[config.mk]
export PLATFORM = sky130hd
export DESIGN_NAME = rst_cause_tracker
export DESIGN_NICKNAME = d
export VERILOG_FILES = /design/src/rtl/rwt_pkg.sv /design/src/rtl/rwt_pin_sync.sv /design/src/rtl/rwt_event_sel.sv /design/src/rtl/rwt_state.sv /design/src/rtl/rst_cause_tracker.sv
export SDC_FILE = /design/constraint.sdc
export NUM_CORES = 1
export LEC_CHECK = 0
export BUFFER_PORTS_ARGS = -buffer_cell sky130_fd_sc_hd__buf_2
export CORE_AREA = 2 2 39 41
export CTS_BUF_LIST = sky130_fd_sc_hd__clkbuf_4 sky130_fd_sc_hd__clkbuf_8
export DETAILED_ROUTE_END_ITERATION = 10
export DIE_AREA = 0 0 41 43
export HOLD_SLACK_MARGIN = 0.02
export SKIP_CTS_REPAIR_TIMING = 1
export SYNTH_ARGS = -nofsm -noshare
export SYNTH_HDL_FRONTEND = slang
export SYNTH_HIERARCHICAL = 1
export SYNTH_SLANG_ARGS = --single-unit
[constraint.sdc]
create_clock -name clk -period 4.5 [get_ports clk]
set_clock_uncertainty 0.15 [all_clocks]
set_input_delay 0 -clock clk [delete_from_list [all_inputs] [get_ports clk]]
set_output_delay 0 -clock clk [all_outputs]
set_load 0.05 [all_outputs]
[src/rtl/rwt_pkg.sv]
package rwt_pkg;
  typedef enum logic [2:0] {
    EV_NONE,
    EV_EXT_HOLD,
    EV_EXT,
    EV_WDT,
    EV_WAKE,
    EV_SLEEP,
    EV_CLEAR
  } rwt_ev_e;

  typedef struct packed {
    logic t;
    logic p;
  } rwt_flags_t;

  localparam rwt_flags_t FLAGS_POR   = '{t: 1'b1, p: 1'b1};
  localparam rwt_flags_t FLAGS_SLEPT = '{t: 1'b1, p: 1'b0};
endpackage

[src/rtl/rwt_pin_sync.sv]
module rwt_pin_sync #(
  parameter int STAGES = 2
) (
  input  logic clk,
  input  logic por,
  input  logic pin_n,
  output logic pin_sync_n
);
  logic [STAGES-1:0] chain;

  generate
    if (STAGES == 1) begin : g_one
      always_ff @(posedge clk or posedge por) begin
        if (por) chain <= '1;
        else     chain <= pin_n;
      end
    end else begin : g_many
      always_ff @(posedge clk or posedge por) begin
        if (por) chain <= '1;
        else     chain <= {chain[STAGES-2:0], pin_n};
      end
    end
  endgenerate

  assign pin_sync_n = chain[STAGES-1];
endmodule

[src/rtl/rwt_event_sel.sv]
module rwt_event_sel
  import rwt_pkg::*;
(
  input  logic    ext_low,
  input  logic    ext_first,
  input  logic    asleep,
  input  logic    wdt_en,
  input  logic    wdt_timeout,
  input  logic    pin_wake_en,
  input  logic    pin_wake,
  input  logic    cmp_wake,
  input  logic    sleep_enter,
  input  logic    wdt_clear,
  output rwt_ev_e ev
);
  logic wake_hit;
  assign wake_hit = (pin_wake && pin_wake_en) || cmp_wake;

  always_comb begin
    ev = EV_NONE;
    if (ext_low)                      ev = ext_first ? EV_EXT : EV_EXT_HOLD;
    else if (wdt_timeout && wdt_en)   ev = EV_WDT;
    else if (asleep && wake_hit)      ev = EV_WAKE;
    else if (!asleep && sleep_enter)  ev = EV_SLEEP;
    else if (!asleep && wdt_clear)    ev = EV_CLEAR;
  end

  // a low external reset always hides the other sources
  always_comb begin
    if (ext_low) begin
      a_r11_ext_dominates: assert (ev == EV_EXT || ev == EV_EXT_HOLD);
    end
  end
endmodule

[src/rtl/rwt_state.sv]
module rwt_state
  import rwt_pkg::*;
(
  input  logic       clk,
  input  logic       por,
  input  rwt_ev_e    ev,
  input  logic       ext_level_n,
  output logic       ext_prev_n,
  output logic       asleep,
  output rwt_flags_t flags,
  output logic       rst_req,
  output logic       resume_req
);
  always_ff @(posedge clk or posedge por) begin
    if (por) begin
      asleep     <= 1'b0;
      flags      <= FLAGS_POR;
      rst_req    <= 1'b0;
      resume_req <= 1'b0;
      ext_prev_n <= 1'b1;
    end else begin
      ext_prev_n <= ext_level_n;
      rst_req    <= 1'b0;
      resume_req <= 1'b0;
      case (ev)
        EV_EXT: begin
          rst_req <= 1'b1;
          asleep  <= 1'b0;
          if (asleep) flags <= FLAGS_SLEPT;
        end
        EV_WDT: begin
          rst_req <= 1'b1;
          asleep  <= 1'b0;
          flags.t <= 1'b0;
          if (asleep) flags.p <= 1'b0;
        end
        EV_WAKE: begin
          resume_req <= 1'b1;
          asleep     <= 1'b0;
          flags      <= FLAGS_SLEPT;
        end
        EV_SLEEP: begin
          asleep <= 1'b1;
          flags  <= FLAGS_SLEPT;
        end
        EV_CLEAR: flags <= FLAGS_POR;
        default: ;
      endcase
    end
  end

  // flags read 1/1 while power-on is applied
  always @(negedge clk) begin
    if (por) a_r1_por_flags: assert (flags.t && flags.p);
  end

  a_r2_ext_run_keeps: assert property (@(posedge clk) disable iff (por)
    (ev == EV_EXT && !asleep) |=> ($stable(flags) && rst_req));
  a_r3_ext_sleep: assert property (@(posedge clk) disable iff (por)
    (ev == EV_EXT && asleep) |=> (flags.t && !flags.p && !asleep));
  a_r4_wdt_run: assert property (@(posedge clk) disable iff (por)
    (ev == EV_WDT && !asleep) |=> (!flags.t && flags.p == $past(flags.p)));
  a_r5_wdt_sleep: assert property (@(posedge clk) disable iff (por)
    (ev == EV_WDT && asleep) |=> (!flags.t && !flags.p && rst_req && !asleep));
  a_r7_resume_origin: assert property (@(posedge clk) disable iff (por)
    resume_req |-> (!asleep && $past(asleep)));
  a_r9_sleep_entry: assert property (@(posedge clk) disable iff (por)
    (ev == EV_SLEEP) |=> (asleep && flags.t && !flags.p));
  a_r12_rst_single: assert property (@(posedge clk) disable iff (por)
    rst_req |=> !rst_req);
  a_r12_res_single: assert property (@(posedge clk) disable iff (por)
    resume_req |=> !resume_req);
  a_r12_exclusive: assert property (@(posedge clk) disable iff (por)
    !(rst_req && resume_req));
endmodule

[src/rtl/rst_cause_tracker.sv]
module rst_cause_tracker
  import rwt_pkg::*;
#(
  parameter int SYNC_STAGES = 2
) (
  input  logic clk,
  input  logic por,
  input  logic ext_rst_n,
  input  logic wdt_en,
  input  logic wdt_timeout,
  input  logic pin_wake_en,
  input  logic pin_wake,
  input  logic cmp_wake,
  input  logic sleep_enter,
  input  logic wdt_clear,
  output logic flag_t,
  output logic flag_p,
  output logic core_rst_req,
  output logic resume_req
);
  logic       ext_sync_n;
  logic       ext_prev_n;
  logic       asleep;
  rwt_ev_e    ev;
  rwt_flags_t flags;

  rwt_pin_sync #(.STAGES(SYNC_STAGES)) u_sync (
    .clk        (clk),
    .por        (por),
    .pin_n      (ext_rst_n),
    .pin_sync_n (ext_sync_n)
  );

  rwt_event_sel u_sel (
    .ext_low     (!ext_sync_n),
    .ext_first   (ext_prev_n),
    .asleep      (asleep),
    .wdt_en      (wdt_en),
    .wdt_timeout (wdt_timeout),
    .pin_wake_en (pin_wake_en),
    .pin_wake    (pin_wake),
    .cmp_wake    (cmp_wake),
    .sleep_enter (sleep_enter),
    .wdt_clear   (wdt_clear),
    .ev          (ev)
  );

  rwt_state u_state (
    .clk         (clk),
    .por         (por),
    .ev          (ev),
    .ext_level_n (ext_sync_n),
    .ext_prev_n  (ext_prev_n),
    .asleep      (asleep),
    .flags       (flags),
    .rst_req     (core_rst_req),
    .resume_req  (resume_req)
  );

  assign flag_t = flags.t;
  assign flag_p = flags.p;

  // a held-low pin gives no second request
  a_r2_one_req_per_edge: assert property (@(posedge clk) disable iff (por)
    (!ext_sync_n && !ext_prev_n) |=> !core_rst_req);
endmodule

==> flow_metrics.py <==
metrics = {
    "worst_setup_path": {
        "critPathSlowestCell": "dfrtp_1",
        "crit_path_start": "u_state/asleep",
        "critPathRequiredTime_ns": 4.53,
        "criticalPathCategory": "flip-flop to flip-flop",
        "crit_path_start_kind": "flip-flop",
        "timing.rr.start": "u_state/asleep",
        "path_buf_inv": 0,
        "crit_chain": "or3b_1 > a21oi_1 > a21boi_1 > o221a_2",
        "arrival_ns": 1.83,
        "critPathCaptureType": "flip-flop",
        "crit_fanout": 7,
        "cp_slowest_stage_delay_ns": 0.43,
        "crit_family": "compound AO/OA/AOI/OAI gates",
    },
    "detailed_routing": {
        "vias": 302,
        "drt_wl_total_um": 654,
        "drt_iter0_markers": 8,
        "antenna_left": 0,
        "routed_via_density": 4.31,
        "wl_per_cell_um": 9.34,
        "route.detailed.drc": 0,
        "first_pass_iters": 4,
    },
    "cells_and_area": {
        "fin_util_pct": 36.4,
        "fin_cells": 70,
        "num_antenna_cells": 0,
        "drive_above_1_share_pct": 42.6,
        "area_growth_pct": 36.6,
        "fin_nets": 65,
    },
    "clock_tree": {
        "cts_tree": "done",
        "htreeDepth": 1,
        "cts_buffers": 3,
        "path_clk_slew_ns": 0.06,
        "clock-sinks": 8,
        "cts.path.max_buffers": 2,
        "root_buffer": "clkbuf_4",
        "clk_latency_ns": 0.25,
    },
    "synthesis": {
        "synth.area.top_cells": "dfstp_2 (36%), dfrtp_1 (20%), inv_1 (6.1%), nor2b_1 (5.1%), and2_0 (3.4%)",
        "synth_top_area_share_pct": 35.6,
        "yosysTopAreaCell": "dfstp_2",
        "synth.distinct_cells": 19,
        "ys_seq_area_share_pct": 55.9,
        "synth_edf_count": 0,
        "syn_avg_cell_area_um2": 10.5,
        "ys_ff_latch": 8,
        "yosys-top-cells-count": "inv_1 (6), dfstp_2 (5), dfrtp_1 (3), nor2b_1 (3)",
        "yosys_warnings": 6,
        "syn_area_um2": 369,
        "synth_most_common_cell": "inv_1",
        "synthCells": 35,
        "dominantRegCellSynth": "dfstp_2",
        "synthArstFlopShare_pct": 100,
        "synth_nets": 45,
    },
    "timing": {
        "slew-limit-headroom_pct": 69.6,
        "fin_crit_sh_pct": 39.9,
        "slew_viol_final": 0,
        "finalSetupTns_ns": 0,
        "min_period_ns": 1.80,
        "hold_viol_final": 0,
        "worstMarginPinSlew_ns": 0.456,
        "fmax_ghz": 0.557,
        "rsz0062_at_grt": "false",
        "setup_violations": 0,
    },
    "status": {
        "run_status": "finished, final reports clean",
    },
    "global_routing": {
        "grt_first_pass_wirelength_um": 952,
        "grt_util_all_layers_pct": 8.65,
        "antenna_found_initial": 0,
        "grt_max_degree": 8,
        "first_global_vias": 251,
        "grt-ovfl-total": 0,
    },
    "power_and_ir_drop": {
        "leakage_nw": 0.246,
        "power_uw": 207,
        "irDropWorstVdd_mv": 0.127,
        "powerDensity_mw_per_mm2": 411,
    },
    "floorplanning": {
        "die_area_mm2": 0.00176,
        "core.rowCount": 14,
        "die_x_um": 41,
        "die_y_um": 43,
        "core_region_area_mm2": 0.00138,
        "start_util_pct": 26.7,
        "io_pins": 14,
    },
    "place": {
        "gp_congestion": 0.606,
        "io_buffers": 13,
        "place_hpwl_um": 543,
        "place_inst": 64,
    },
    "job": {
        "max-cap-violations": 0,
    },
    "min_path": {
        "hp-class": "input pin to async pin",
    },
}
## state kept, by name, summed over array words and instances (netlist names)
name / flops
u_state/asleep: 1
u_state/resume_req: 1
u_state/rst_req: 1
u_state/ext_prev_n: 1
u_state/flags: 2
u_sync/chain: 2
## cells by family after synthesis
kind of cell,after synthesis,synth area share [%]
simple gates,11,17.3
compound gates,9,18.3
buf+inv,6,6.10
xor+xnor,1,2.37
flops,8,55.9
## stage by stage
step | hold WS [ns] | worst slack, ns | cell area (µm²)
6_report | 0.0578 | 2.70 | 504
5_1_grt | 0.0946 | 2.60 | 504
3_3_place_gp | -0.220 | 2.77 | 454
4_1_cts | -0.490 | 2.72 | 484
2_1_floorplan | -0.361 | 2.87 | 369
3_5_place_dp | -0.223 | 2.73 | 454
## final timing paths
path | end | slack [ns] | cells past startpoint
min | u_state/rst_req | 0.06 | 3
min in group clk | u_state/rst_req | 0.09 | 3
max | u_state/flags[0] | 2.70 | 4
max in group asynchronous | u_state/ext_prev_n | 3.88 | 3
max reg2reg | u_state/flags[0] | 2.70 | 4
min reg2reg | u_sync/chain[1] | 0.20 | 0
## worst reg2reg max path, stage by stage, from the launching register on
cell	delay [ns]
dfrtp_1	0.43
or3b_1	0.37
a21oi_1	0.39
a21boi_1	0.13
o221a_2	0.26
## layout make-up
type / instances / area, µm²
Fill cell: 146 / 880
Sequential cell: 8 / 206
Multi-Input combinational cell: 21 / 140
Timing Repair Buffer: 15 / 85.1
Clock buffer: 4 / 30.0
Inverter: 6 / 22.5
Tap cell: 16 / 20.0
## power breakdown
| part | switching, mW | leakage, nW | internal (mW) | total (mW) |
|---|---|---|---|---|
| Sequential | 0.00563 | 0.0919 | 0.0844 | 0.0900 |
| Clock | 0.0227 | 0.0184 | 0.0398 | 0.0625 |
| Combinational | 0.0362 | 0.136 | 0.0185 | 0.0547 |
## routing by layer
layer,routed length (µm),part of all wire [%],global-route usage (%)
met2,299,46,11.6
met1,282,43,10.1
met4,0,0,6.00
met5,0,0,0
met3,72,11,4.71
## layout by cell type (no fill, tap or decap), drive strengths merged
master	count
buf	13
inv	6
dfstp	5
clkbuf	4
nor2b	3
dfrtp	3
dlygate4sd3	2
and2	2
nand2	2
a21oi	2
o31a	1
or3b	1
or3	1
o311a	1
a211oi	1
a31oi	1
nand2b	1
xor2	1
o22ai	1
nor2	1
a21boi	1
o221a	1
Power figures use the tool's default switching activity.
